`src/rtl/twc_cmd_pkg.sv`:
```
package twc_cmd_pkg;
  localparam int CMD_W     = 32;
  localparam int NUM_PAIRS = 5;
  localparam int RST_STAGES = 2;

  localparam int B_START   = 0;
  localparam int B_STOP    = 1;
  localparam int B_MSEN    = 2;
  localparam int B_MSDIS   = 3;
  localparam int B_SVEN    = 4;
  localparam int B_SVDIS   = 5;
  localparam int B_QUICK   = 6;
  localparam int B_SWRST   = 7;
  localparam int B_CLEAR   = 15;
  localparam int B_PECRQ   = 14;
  localparam int B_HOLDCLR = 24;
  localparam int B_LOCKCLR = 26;

  // pair index: 0 high-speed, 1 SMBus, 2 PEC, 3 alternate command, 4 FIFO
  function automatic int pair_en_bit(input int idx);
    case (idx)
      0:       return 8;
      1:       return 10;
      2:       return 12;
      3:       return 16;
      default: return 28;
    endcase
  endfunction

  function automatic int pair_dis_bit(input int idx);
    return pair_en_bit(idx) + 1;
  endfunction

  function automatic logic [CMD_W-1:0] used_mask();
    logic [CMD_W-1:0] m;
    m = '0;
    for (int i = 0; i <= B_SWRST; i++) m[i] = 1'b1;
    for (int p = 0; p < NUM_PAIRS; p++) begin
      m[pair_en_bit(p)]  = 1'b1;
      m[pair_dis_bit(p)] = 1'b1;
    end
    m[B_CLEAR] = 1'b1;
    m[B_PECRQ] = 1'b1;
    m[B_HOLDCLR] = 1'b1;
    m[B_LOCKCLR] = 1'b1;
    return m;
  endfunction

  typedef struct packed {
    logic start;
    logic stop;
    logic quick;
    logic bus_clear;
    logic pec_req;
    logic hold_clr;
  } twc_strobe_t;
endpackage

```
`src/rtl/twc_rst_sync.sv`:
```
module twc_rst_sync #(
  parameter int STAGES = 2
) (
  input  logic clk,
  input  logic rst_ni,
  output logic rst_no
);
  logic [STAGES-1:0] sync_q;

  always_ff @(posedge clk or negedge rst_ni) begin
    if (!rst_ni) sync_q <= '0;
    else         sync_q <= {sync_q[STAGES-2:0], 1'b1};
  end

  assign rst_no = sync_q[STAGES-1];
endmodule

```
`src/rtl/twc_en_pair.sv`:
```
module twc_en_pair (
  input  logic clk,
  input  logic rst_n,
  input  logic soft_rst_i,
  input  logic set_i,
  input  logic clr_i,
  output logic flag_o
);
  logic flag_q, flag_d, flag_ce;

  always_comb begin
    flag_ce = soft_rst_i | set_i | clr_i;
    flag_d  = flag_q;
    if (soft_rst_i || clr_i) flag_d = 1'b0;
    else if (set_i)          flag_d = 1'b1;
  end

  always_ff @(posedge clk or negedge rst_n) begin
    if (!rst_n)       flag_q <= 1'b0;
    else if (flag_ce) flag_q <= flag_d;
  end

  assign flag_o = flag_q;

  AST_PAIR_DIS_WINS: assert property (@(posedge clk) disable iff (!rst_n)
    clr_i |=> !flag_o);
  AST_PAIR_HOLDS: assert property (@(posedge clk) disable iff (!rst_n)
    !set_i && !clr_i && !soft_rst_i |=> $stable(flag_o));
endmodule

```
`src/rtl/twc_role_ctl.sv`:
```
module twc_role_ctl (
  input  logic clk,
  input  logic rst_n,
  input  logic soft_rst_i,
  input  logic host_en_i,
  input  logic host_dis_i,
  input  logic client_en_i,
  input  logic client_dis_i,
  input  logic xfer_done_i,
  output logic host_o,
  output logic client_o
);
  logic host_q, client_q, host_d, client_d;
  logic host_req, client_req, host_go, client_go;

  always_comb begin
    host_req   = host_en_i & ~host_dis_i;
    client_req = client_en_i & ~client_dis_i;
    host_go    = host_req & ~client_req & (~client_q | xfer_done_i);
    client_go  = client_req & ~host_req & (~host_q | xfer_done_i);

    host_d = host_q;
    if (soft_rst_i)                     host_d = 1'b0;
    else if (host_go)                   host_d = 1'b1;
    else if (host_dis_i || client_go)   host_d = 1'b0;

    client_d = client_q;
    if (soft_rst_i)                     client_d = 1'b0;
    else if (client_go)                 client_d = 1'b1;
    else if (client_dis_i || host_go)   client_d = 1'b0;
  end

  always_ff @(posedge clk or negedge rst_n) begin
    if (!rst_n) begin
      host_q   <= 1'b0;
      client_q <= 1'b0;
    end else begin
      host_q   <= host_d;
      client_q <= client_d;
    end
  end

  assign host_o   = host_q;
  assign client_o = client_q;

  AST_ROLE_EXCLUSIVE: assert property (@(posedge clk) disable iff (!rst_n)
    !(host_q && client_q));
  AST_HOST_SWITCH_GATED: assert property (@(posedge clk) disable iff (!rst_n)
    client_q && !xfer_done_i |=> !host_q);
  AST_CLIENT_SWITCH_GATED: assert property (@(posedge clk) disable iff (!rst_n)
    host_q && !xfer_done_i && !client_dis_i && !soft_rst_i |=> !client_q || $past(client_q));
endmodule

```
`src/rtl/twc_lock_strobe.sv`:
```
module twc_lock_strobe
  import twc_cmd_pkg::*;
(
  input  logic        clk,
  input  logic        rst_n,
  input  logic        soft_rst_i,
  input  logic        host_i,
  input  logic        err_i,
  input  logic        nack_i,
  input  logic        lock_clr_i,
  input  twc_strobe_t req_i,
  output logic        lock_o,
  output twc_strobe_t strobe_o
);
  logic        lock_q, lock_d;
  twc_strobe_t strobe_q, strobe_d;

  always_comb begin
    lock_d = lock_q;
    if (soft_rst_i)      lock_d = 1'b0;
    else if (err_i)      lock_d = 1'b1;
    else if (lock_clr_i) lock_d = 1'b0;

    strobe_d = '0;
    if (!soft_rst_i) begin
      strobe_d.start     = req_i.start & ~lock_q;
      strobe_d.stop      = (req_i.stop & ~lock_q) | (nack_i & host_i);
      strobe_d.quick     = req_i.quick & ~lock_q & host_i;
      strobe_d.bus_clear = req_i.bus_clear & ~lock_q & host_i;
      strobe_d.pec_req   = req_i.pec_req & ~lock_q;
      strobe_d.hold_clr  = req_i.hold_clr;
    end
  end

  always_ff @(posedge clk or negedge rst_n) begin
    if (!rst_n) begin
      lock_q   <= 1'b0;
      strobe_q <= '0;
    end else begin
      lock_q   <= lock_d;
      strobe_q <= strobe_d;
    end
  end

  assign lock_o   = lock_q;
  assign strobe_o = strobe_q;

  AST_ERR_SETS_LOCK: assert property (@(posedge clk) disable iff (!rst_n)
    err_i && !soft_rst_i |=> lock_q);
  AST_LOCK_STICKY: assert property (@(posedge clk) disable iff (!rst_n)
    lock_q && !lock_clr_i && !soft_rst_i |=> lock_q);
  AST_LOCKED_QUIET: assert property (@(posedge clk) disable iff (!rst_n)
    lock_q |=> !strobe_q.start && !strobe_q.quick && !strobe_q.bus_clear && !strobe_q.pec_req);
  AST_HOST_ONLY_CMDS: assert property (@(posedge clk) disable iff (!rst_n)
    !host_i |=> !strobe_q.quick && !strobe_q.bus_clear);
  AST_NACK_STOP: assert property (@(posedge clk) disable iff (!rst_n)
    nack_i && host_i && !soft_rst_i |=> strobe_q.stop);
endmodule

```
`src/rtl/twc_cmd_reg.sv`:
```
module twc_cmd_reg
  import twc_cmd_pkg::*;
(
  input  logic             clk,
  input  logic             rst_n,
  input  logic             cmd_wr_i,
  input  logic [CMD_W-1:0] cmd_data_i,
  input  logic             xfer_done_i,
  input  logic             nack_i,
  input  logic             code_ack_err_i,
  input  logic             smb_timeout_i,
  output logic             host_en_o,
  output logic             client_en_o,
  output logic             hs_en_o,
  output logic             smb_en_o,
  output logic             pec_en_o,
  output logic             alt_cmd_en_o,
  output logic             fifo_en_o,
  output logic             lock_o,
  output logic             start_o,
  output logic             stop_o,
  output logic             quick_o,
  output logic             bus_clear_o,
  output logic             pec_req_o,
  output logic             hold_clr_o
);
  localparam logic [CMD_W-1:0] USED = used_mask();

  logic             rst_n_s;
  logic [CMD_W-1:0] cmd_bits;
  logic             soft_rst;
  logic             cmd_unused;
  logic [NUM_PAIRS-1:0] pair_q;
  twc_strobe_t      req, strobe;

  twc_rst_sync #(.STAGES(RST_STAGES)) u_rst_sync (
    .clk    (clk),
    .rst_ni (rst_n),
    .rst_no (rst_n_s)
  );

  assign cmd_bits   = cmd_wr_i ? cmd_data_i : '0;
  assign soft_rst   = cmd_bits[B_SWRST];
  assign cmd_unused = ^(cmd_data_i & ~USED);

  for (genvar g = 0; g < NUM_PAIRS; g++) begin : g_pair
    twc_en_pair u_pair (
      .clk        (clk),
      .rst_n      (rst_n_s),
      .soft_rst_i (soft_rst),
      .set_i      (cmd_bits[pair_en_bit(g)]),
      .clr_i      (cmd_bits[pair_dis_bit(g)]),
      .flag_o     (pair_q[g])
    );
  end

  twc_role_ctl u_role (
    .clk          (clk),
    .rst_n        (rst_n_s),
    .soft_rst_i   (soft_rst),
    .host_en_i    (cmd_bits[B_MSEN]),
    .host_dis_i   (cmd_bits[B_MSDIS]),
    .client_en_i  (cmd_bits[B_SVEN]),
    .client_dis_i (cmd_bits[B_SVDIS]),
    .xfer_done_i  (xfer_done_i),
    .host_o       (host_en_o),
    .client_o     (client_en_o)
  );

  always_comb begin
    req.start     = cmd_bits[B_START];
    req.stop      = cmd_bits[B_STOP];
    req.quick     = cmd_bits[B_QUICK];
    req.bus_clear = cmd_bits[B_CLEAR];
    req.pec_req   = cmd_bits[B_PECRQ];
    req.hold_clr  = cmd_bits[B_HOLDCLR];
  end

  twc_lock_strobe u_lock (
    .clk        (clk),
    .rst_n      (rst_n_s),
    .soft_rst_i (soft_rst),
    .host_i     (host_en_o),
    .err_i      (nack_i | code_ack_err_i | smb_timeout_i),
    .nack_i     (nack_i),
    .lock_clr_i (cmd_bits[B_LOCKCLR]),
    .req_i      (req),
    .lock_o     (lock_o),
    .strobe_o   (strobe)
  );

  assign hs_en_o      = pair_q[0];
  assign smb_en_o     = pair_q[1];
  assign pec_en_o     = pair_q[2];
  assign alt_cmd_en_o = pair_q[3];
  assign fifo_en_o    = pair_q[4];
  assign start_o      = strobe.start;
  assign stop_o       = strobe.stop;
  assign quick_o      = strobe.quick;
  assign bus_clear_o  = strobe.bus_clear;
  assign pec_req_o    = strobe.pec_req;
  assign hold_clr_o   = strobe.hold_clr;

  AST_SWRST_CLEARS: assert property (@(posedge clk) disable iff (!rst_n_s)
    cmd_wr_i && cmd_data_i[B_SWRST] |=> !host_en_o && !client_en_o && !lock_o &&
      (pair_q == '0) && !start_o && !stop_o && !hold_clr_o);
  AST_IDLE_NO_STROBE: assert property (@(posedge clk) disable iff (!rst_n_s)
    !cmd_wr_i && !nack_i |=> !start_o && !stop_o && !quick_o && !bus_clear_o &&
      !pec_req_o && !hold_clr_o);
  AST_RESET_QUIET: assert property (@(posedge clk)
    !rst_n_s |-> !host_en_o && !client_en_o && !lock_o && !start_o);
endmodule

```
`config.mk`:
```
export PLATFORM = sky130hd
export DESIGN_NAME = twc_cmd_reg
export DESIGN_NICKNAME = d
export VERILOG_FILES = /design/src/rtl/twc_cmd_pkg.sv /design/src/rtl/twc_rst_sync.sv /design/src/rtl/twc_en_pair.sv /design/src/rtl/twc_role_ctl.sv /design/src/rtl/twc_lock_strobe.sv /design/src/rtl/twc_cmd_reg.sv
export SDC_FILE = /design/constraint.sdc
export NUM_CORES = 1
export LEC_CHECK = 0
export BUFFER_PORTS_ARGS = -buffer_cell sky130_fd_sc_hd__buf_4
export CORE_UTILIZATION = 40
export DETAILED_ROUTE_END_ITERATION = 10
export PLACE_DENSITY = 0.77
export SLEW_MARGIN = 20
export SYNTH_ARGS = -nofsm -noshare
export SYNTH_HDL_FRONTEND = slang
export SYNTH_SLANG_ARGS = --single-unit
```
`constraint.sdc`:
```
create_clock -name clk -period 0.91 [get_ports clk]
set_input_delay 0.1365 -clock clk [delete_from_list [all_inputs] [get_ports clk]]
set_output_delay 0.1365 -clock clk [all_outputs]
set_load 0.005 [all_outputs]
```
# After elaboration in Yosys (flattened, before gate mapping)
# Cells that the tools add are included.
# W data, S select, Z words.
# classes
mux	21
n_bitwise	36
reduce_logical	20
# op_table
cell	count
$mux W30	1
$mux W1	19
$or A1 B1 Y1	15
$and A1 B1 Y1	14
$reduce_and A2 Y1	5
$reduce_bool A2 Y1	5
$reduce_bool A3 Y1	3
$logic_or A1 B1 Y1	7
$not A1 Y1	7
$mux W6	1
# totals
register_bits	16
elab_cells	92

# Longest topological paths before layout
# Gate-level depths: netlist (run 1).
# depth
ltp_word	10
ltp_mapped	4
depth_no_buf	3

# By module
# Synthesis (run 1) repeated with hierarchy kept, for this count alone.
# unflattened
cells_unflattened	76
hier_area_um2	793.3
# by_module_without_submodules
module	instances	cells_per_inst	area_each_um2	seq_area_each_um2
twc_lock_strobe	1	19	246.5	175.2
twc_en_pair	5	3	38.8	25.0
twc_cmd_reg	1	25	158.9	0.0
twc_role_ctl	1	14	140.1	50.0
twc_rst_sync	1	3	53.8	50.0

# Worst setup path after synthesis (run 1)
# OpenSTA, ideal clock, no wires.
# synth_timing
path_kind	register to register
start	register u_role.host_q, in the netlist u_role.host_o
end	register u_role.host_q, in the netlist u_role.host_o
t_arrival_ns	0.850
t_required_ns	0.772
setup_slack_ns	-0.078
path_stages_with_launch	3
n_path_buf	0
period_less_slack_ns	0.988
path_cell_list	dfrtp_1 a2111oi_4 o22ai_1
# synth_between
elab_chain_len	5
# synth_lines
item	line	text
start, declared	twc_role_ctl.sv:13	logic host_q, client_q, host_d, client_d;
start signal, assigned	twc_role_ctl.sv:38	host_q <= host_d;
$not A1 Y1	twc_role_ctl.sv:20	client_go = client_req & ~host_req & (~host_q | xfer_done_i);
$or A1 B1 Y1	twc_role_ctl.sv:20	
$and A1 B1 Y1	twc_role_ctl.sv:20	
$logic_or A1 B1 Y1	twc_role_ctl.sv:25	else if (host_dis_i || client_go) host_d = 1'b0;
$reduce_bool A3 Y1 (no source line)	n/a	
# Every way passes these cells.
# A chain may end at the register's enable or synchronous reset.

# Final worst setup path (run 1)
# layout_timing
start	register u_role.host_q, in the netlist u_role.host_o
end	output host_en_o
# layout_lines
item	line	text
end, declared	twc_cmd_reg.sv:12	output logic host_en_o,
# No word-level cell between the ends.

==> results of run 1 <==
[cell usage after synthesis]
library cell / n
nor3b_1: 1
a22o_1: 1
inv_2: 1
a2111oi_2: 1
and2_1: 3
buf_4: 1
nand3b_1: 1
nand2_1: 5
conb_1: 1
o22ai_1: 1
and3_1: 3
a21oi_1: 7
nand2b_4: 1
a2111oi_4: 1
nor3_2: 1
nor2_1: 15
inv_1: 2
nor2b_4: 1
o2111ai_1: 1
buf_2: 1
nand3_1: 1
dfrtp_1: 16
[critical path, cell delays in order (launching register included)]
cell     delay (ns)
dfrtp_1        0.44
buf_6          0.14
buf_6          0.10
[final timing paths]
path | endpoint | cells after the start
max | host_en_o | 2
min | u_lock.strobe_o[5] | 2
max reg2reg | u_role.client_o | 2
min reg2reg | u_role.client_o | 1
max in group asynchronous | u_lock.lock_o | 1
min in group asynchronous | u_rst_sync.sync_q[1] | 2
[power by group through the flow]
stage | clock, mW | sequential [mW] | combinational [mW]
final | 0.471 | 0.789 | 0.361
after global routing | 0.511 | 0.795 | 0.390
after CTS | 0.475 | 0.789 | 0.359
after detailed placement | 0 | 0.792 | 0.310
after global placement | 0 | 0.791 | 0.299
after floorplan | 0 | 0.804 | 0.0951
[cell type report]
class                      count  area [µm²]  share of cell area
timing repair buffer          51         445               0.364
tap                           16        20.0              0.0163
multi-input combinational     45         310               0.253
sequential                    16         402               0.328
clock buffer                   4        36.3              0.0296
inverter                       3        11.3             0.00919
[cell usage in the layout, fill, tap and decap left out]
| cell | Yosys | routed |
|---|---|---|
| clkbuf_4 | 0 | 3 |
| clkbuf_8 | 0 | 1 |
| nand2_2 | 0 | 1 |
| nand3b_1 | 1 | 1 |
| dfrtp_1 | 16 | 15 |
| a2111oi_4 | 1 | 2 |
| a22o_1 | 1 | 1 |
| buf_6 | 0 | 16 |
| o22ai_1 | 1 | 1 |
| buf_4 | 1 | 34 |
| and3_1 | 3 | 1 |
| nand2_1 | 5 | 4 |
| nor2_1 | 15 | 15 |
| nor3_4 | 0 | 1 |
| nor3b_1 | 1 | 1 |
| and3_4 | 0 | 2 |
| nor2b_4 | 1 | 1 |
| and2_1 | 3 | 3 |
| dfrtp_2 | 0 | 1 |
| dlygate4sd3_1 | 0 | 1 |
| inv_1 | 2 | 2 |
| o2111ai_1 | 1 | 1 |
| inv_2 | 1 | 1 |
| nand2b_4 | 1 | 1 |
| a21oi_1 | 7 | 6 |
| nand3_1 | 1 | 1 |
| conb_1 | 1 | 1 |
| a21oi_2 | 0 | 1 |
[what timing repair did]
item / 4_1_cts / 5_1_grt
endpoints found under the hold margin: 2 / 0
buffers inserted: 2 / 0
pin swaps: 3 / 1
hold buffers: 1 / 0
setup endpoints to repair: 19 / 20
gates resized for setup: 20 / 3
[layer usage]
layer	GRT usage	wire length, µm
met5	0	0
met4	0.0375	0
met3	0.0333	117
met2	0.394	926
met1	0.232	691
[sequential cells by signal, indices dropped and copies added, names as in the netlist]
register and flops:
g_pair.u_pair.flag_o 5, u_lock.lock_o 1, u_role.host_o 1, u_lock.strobe_o 6
u_rst_sync.sync_q 2, u_role.client_o 1
[cells by family (layout without fill, tap and decap cells)]
logic type,after synthesis,after routing,share of synthesized area
AND/OR/NAND/NOR,32,32,0.243
flip-flops,16,16,0.572
AO/OA/AOI/OAI,12,12,0.145
other,1,1,0.00536
buffers and inverters,5,58,0.0340
==> impl_metrics.py, run 1 <==
metrics = {
    "outcome": {
        "outcome": "finished with violations",
        "violations": "DRC, setup timing",
    },
    "floorplan": {
        "die_w_um": 43.8,
        "initial_core_util": 0.444,
        "pin_count": 53,
        "fp.coreArea_um2": 1580,
        "row_count": 14,
        "die_h_um": 43.8,
        "dieArea_um2": 1920,
    },
    "power_and_ir_drop": {
        "clkPwrFrac": 0.291,
        "leakagePower_nw": 0.612,
        "p_seq_frac": 0.487,
        "ir_worst_vdd_mv": 1.11,
        "p_int_mw": 1.22,
        "totalPowerFinal_mw": 1.62,
        "p_sw_frac": 0.245,
        "combPwrFrac": 0.223,
        "power_switching_mw": 0.398,
        "p_per_area_nw_per_um2": 1320,
    },
    "clock_network": {
        "clk_pin_slew_ns": 0.10,
        "cts_tree": "yes",
        "numCtsBuffers": 3,
        "clkSinkCount": 16,
        "cts_buffer_depth": 2,
        "cts_root_buf": "clkbuf_4",
        "htreeDepth": 1,
        "clk_latency_ns": 0.28,
    },
    "placed_design": {
        "dpl-instance-area_um2": 1070,
        "port_buffers": 42,
        "dp_cells": 128,
        "hpwlAfterDp_mm": 1.38,
        "place.gp.congestion": 0.677,
        "place_ws_ns": -0.128,
    },
    "yosys": {
        "syn_nets": 105,
        "synth_area_per_cell_um2": 10.6,
        "synth_top_area_cell": "dfrtp_1",
        "synthTopCellsByArea": "dfrtp_1, nor2_1, a21oi_1",
        "synth_area_um2": 699,
        "yosysWarningCount": 0,
        "synth_cell_types": 22,
        "seq_area_frac_synth": 0.572,
        "ys_ff_latch": 16,
        "synth_top_area_frac": 0.572,
        "syn_inst": 66,
    },
    "cells_and_area": {
        "fin_util": 0.777,
        "final_cell_area_um2": 1220,
        "fill_cells": 109,
        "antenna_cells": 0,
        "area_growth_pct": 75.1,
        "final_cell_count_no_fill": 135,
        "drive_gt1_frac": 0.546,
        "num-nets-final": 159,
    },
    "sta": {
        "min_period_ns": 1.09,
        "worst_clock_skew_ns": 0.00146,
        "finalCritPeriodShare": 1.20,
        "finalHoldViolations": 0,
        "rsz0062_at_grt": "yes",
        "fmax_mhz": 915,
        "maxSlewViolCount": 0,
        "setup_ws_ns": -0.182,
        "setup_viol": 16,
        "holdWs_ns": 0.0631,
        "setup_tns_ns": -0.939,
    },
    "route": {
        "remaining_drc_errors": 3,
        "wl_per_cell_um": 12.8,
        "viasPerCell": 4.79,
        "detailroute.via_count": 647,
        "drt_iter0_drc": 8,
        "ant_nets": 0,
        "routed_wl_mm": 1.73,
        "dr.pass1.iters": 7,
    },
    "setup_path": {
        "cp-start-kind": "flip-flop",
        "arrival_ns": 0.96,
        "cp-end-kind": "primary output",
        "startpoint": "u_role.host_o",
        "cp_max_fo": 2,
        "critical_path_class": "flip-flop to primary output",
        "r2r_start": "u_role.host_o",
        "ff2ff_setup_slack_ns": -0.18,
        "crit_required_ns": 0.77,
    },
    "min_path": {
        "min_from": "cmd_data_i[0]",
        "hp-class": "input pin to flip-flop",
    },
    "flow_run": {
        "drv_cap": 0,
    },
    "global_route": {
        "grt_start_max_net_pins": 15,
        "grt_antenna_before_repair": 0,
        "overflow": 0,
        "grt_pass1_vias": 709,
        "track_usage": 0.203,
        "grt_pass1_wl_mm": 2.88,
    },
}
Power figures use the tool's default switching activity.
==> inputs of run 2 (changes only) <==
- CORE_MARGIN: not set -> 2
- SETUP_SLACK_MARGIN: not set -> 0.1
==> run 2 against run 1 <==
The run ends with setup timing left. Critical path type unchanged. Sequential power is 0.6% higher. Power is 5.4% lower. Final cell count is 1.5% higher. Design area is 1.6% higher. Routed wire length is 9.7% higher. Worst hold slack better by 0.011 ns.
==> impl_metrics.py, run 2 (synthesis gave the netlist of run 1 again) <==
metrics = {
    "route": {
        "detailroute.via_count": 701,
        "wl_per_cell_um": 13.9,
        "dr.pass1.iters": 4,
        "remaining_drc_errors": 0,
        "drt_iter0_drc": 7,
        "viasPerCell": 5.12,
        "routed_wl_mm": 1.90,
        "ant_nets": 0,
    },
    "sta": {
        "finalCritPeriodShare": 1.17,
        "min_period_ns": 1.07,
        "fmax_mhz": 939,
        "finalHoldViolations": 0,
        "rsz0062_at_grt": "yes",
        "setup_ws_ns": -0.155,
        "worst_clock_skew_ns": 0.00336,
        "setup_viol": 15,
        "holdWs_ns": 0.0739,
        "maxSlewViolCount": 0,
    },
    "clock_network": {
        "cts_buffer_depth": 2,
        "htreeDepth": 1,
        "cts_tree": "yes",
        "clk_latency_ns": 0.27,
        "clk_pin_slew_ns": 0.09,
        "clkSinkCount": 16,
        "numCtsBuffers": 3,
        "cts_root_buf": "clkbuf_4",
    },
    "outcome": {
        "outcome": "finished with violations",
        "violations": "setup timing",
    },
    "floorplan": {
        "fp.coreArea_um2": 1690,
        "die_w_um": 45.8,
        "pin_count": 53,
        "row_count": 15,
        "die_h_um": 45.8,
        "dieArea_um2": 2100,
        "initial_core_util": 0.414,
    },
    "global_route": {
        "grt_antenna_before_repair": 0,
        "grt_pass1_vias": 704,
        "grt_pass1_wl_mm": 2.94,
        "top_usage_layer": "met2",
        "overflow": 0,
        "track_usage": 0.200,
        "use_met1": 0.225,
        "use_met3": 0.0278,
        "grt_start_max_net_pins": 11,
        "grt_use_met2": 0.361,
    },
    "cells_and_area": {
        "num-nets-final": 161,
        "largest_reg_flops": 6,
        "antenna_cells": 0,
        "final_cell_area_um2": 1240,
        "fill_cells": 121,
        "area_growth_pct": 78.0,
        "drive_gt1_frac": 0.550,
        "final_common_cell": "buf_4",
        "multi_input_area_um2": 312,
        "final_cell_mix": "buf_4, buf_6, nor2_1, dfrtp_1",
        "regArea_um2": 402,
    },
    "setup_path": {
        "r2r_cells": 2,
        "crit_required_ns": 0.77,
        "ff2ff_setup_slack_ns": -0.09,
        "cp-start-kind": "flip-flop",
        "critical_path_class": "flip-flop to primary output",
        "cp-end-kind": "primary output",
        "arrival_ns": 0.93,
        "cp_max_fo": 2,
    },
    "placed_design": {
        "dpl-instance-area_um2": 1070,
        "hpwlAfterDp_mm": 1.41,
        "port_buffers": 42,
        "place.gp.congestion": 0.674,
        "place_ws_ns": -0.0989,
    },
    "power_and_ir_drop": {
        "leakagePower_nw": 0.620,
        "power_switching_mw": 0.378,
        "combPwrFrac": 0.254,
        "ir_worst_vdd_mv": 0.861,
        "p_per_area_nw_per_um2": 1230,
        "p_seq_frac": 0.518,
        "p_sw_frac": 0.246,
        "clkPwrFrac": 0.229,
        "p_int_mw": 1.16,
    },
    "flow_run": {
        "drv_cap": 0,
    },
    "min_path": {
        "hp-class": "input pin to flip-flop",
        "min_path_cells": 2,
    },
}
[run 2: cell type report]
type | instances | share of cell area
clock buffers | 3 | 0.0181
inverters | 3 | 0.00905
multi-input cells | 45 | 0.250
flip-flops and latches | 16 | 0.323
well taps | 17 | 0.0171
repair buffers | 53 | 0.383
[run 2: repair_timing]
| item | 4_1_cts | 5_1_grt |
|---|---|---|
| hold buffers | 1 | 0 |
| cloned | 0 | 0 |
| endpoints found under the hold margin | 2 | 0 |
| setup buffers | 3 | 2 |
| resized for setup | 19 | 5 |
| pin swaps | 0 | 3 |
| endpoints found under the setup margin | 22 | 24 |
[run 2: metrics by stage]
step                      power [mW]  utilization  instances  setup TNS (ns)
after detailed placement        1.11        0.636        128          -0.196
after global routing            1.62        0.737        137           -1.33
after global placement          1.10        0.636        128         -0.0871
after CTS                       1.52        0.716        135          -0.796
final                           1.53        0.737        137          -0.629
after floorplan                0.899            -         66          -0.143
[run 2: worst paths after layout]
check / startpoint / endpoint
setup / recovery: u_role.host_o / host_en_o
hold / removal: cmd_data_i[14] / u_lock.strobe_o[1]
setup reg to reg: u_role.host_o / u_role.client_o
hold reg to reg: u_rst_sync.sync_q[1] / g_pair[2].u_pair.flag_o
max in group asynchronous: u_rst_sync.sync_q[1] / u_lock.lock_o
min in group asynchronous: u_rst_sync.sync_q[1] / g_pair[2].u_pair.flag_o
[run 2: worst max-delay path: stages (launching register included)]
cell     delay (ns)
dfrtp_1        0.42
buf_6          0.13
buf_6          0.10
[run 2: power groups by stage]
stage	logic [mW]	registers, mW	clock network, mW
after floorplan	0.0950	0.804	0
after global placement	0.300	0.795	0
after detailed placement	0.307	0.798	0
after CTS	0.364	0.793	0.367
after global routing	0.421	0.799	0.403
final	0.389	0.794	0.351
[run 2: metal layers]
| layer | vias up | share of wire |
|---|---|---|
| met1 | 341 | 0.35 |
| met4 | 0 | 0.019 |
| met5 | - | 0 |
| li1 | 329 | - |
| met3 | 4 | 0.060 |
| met2 | 27 | 0.57 |
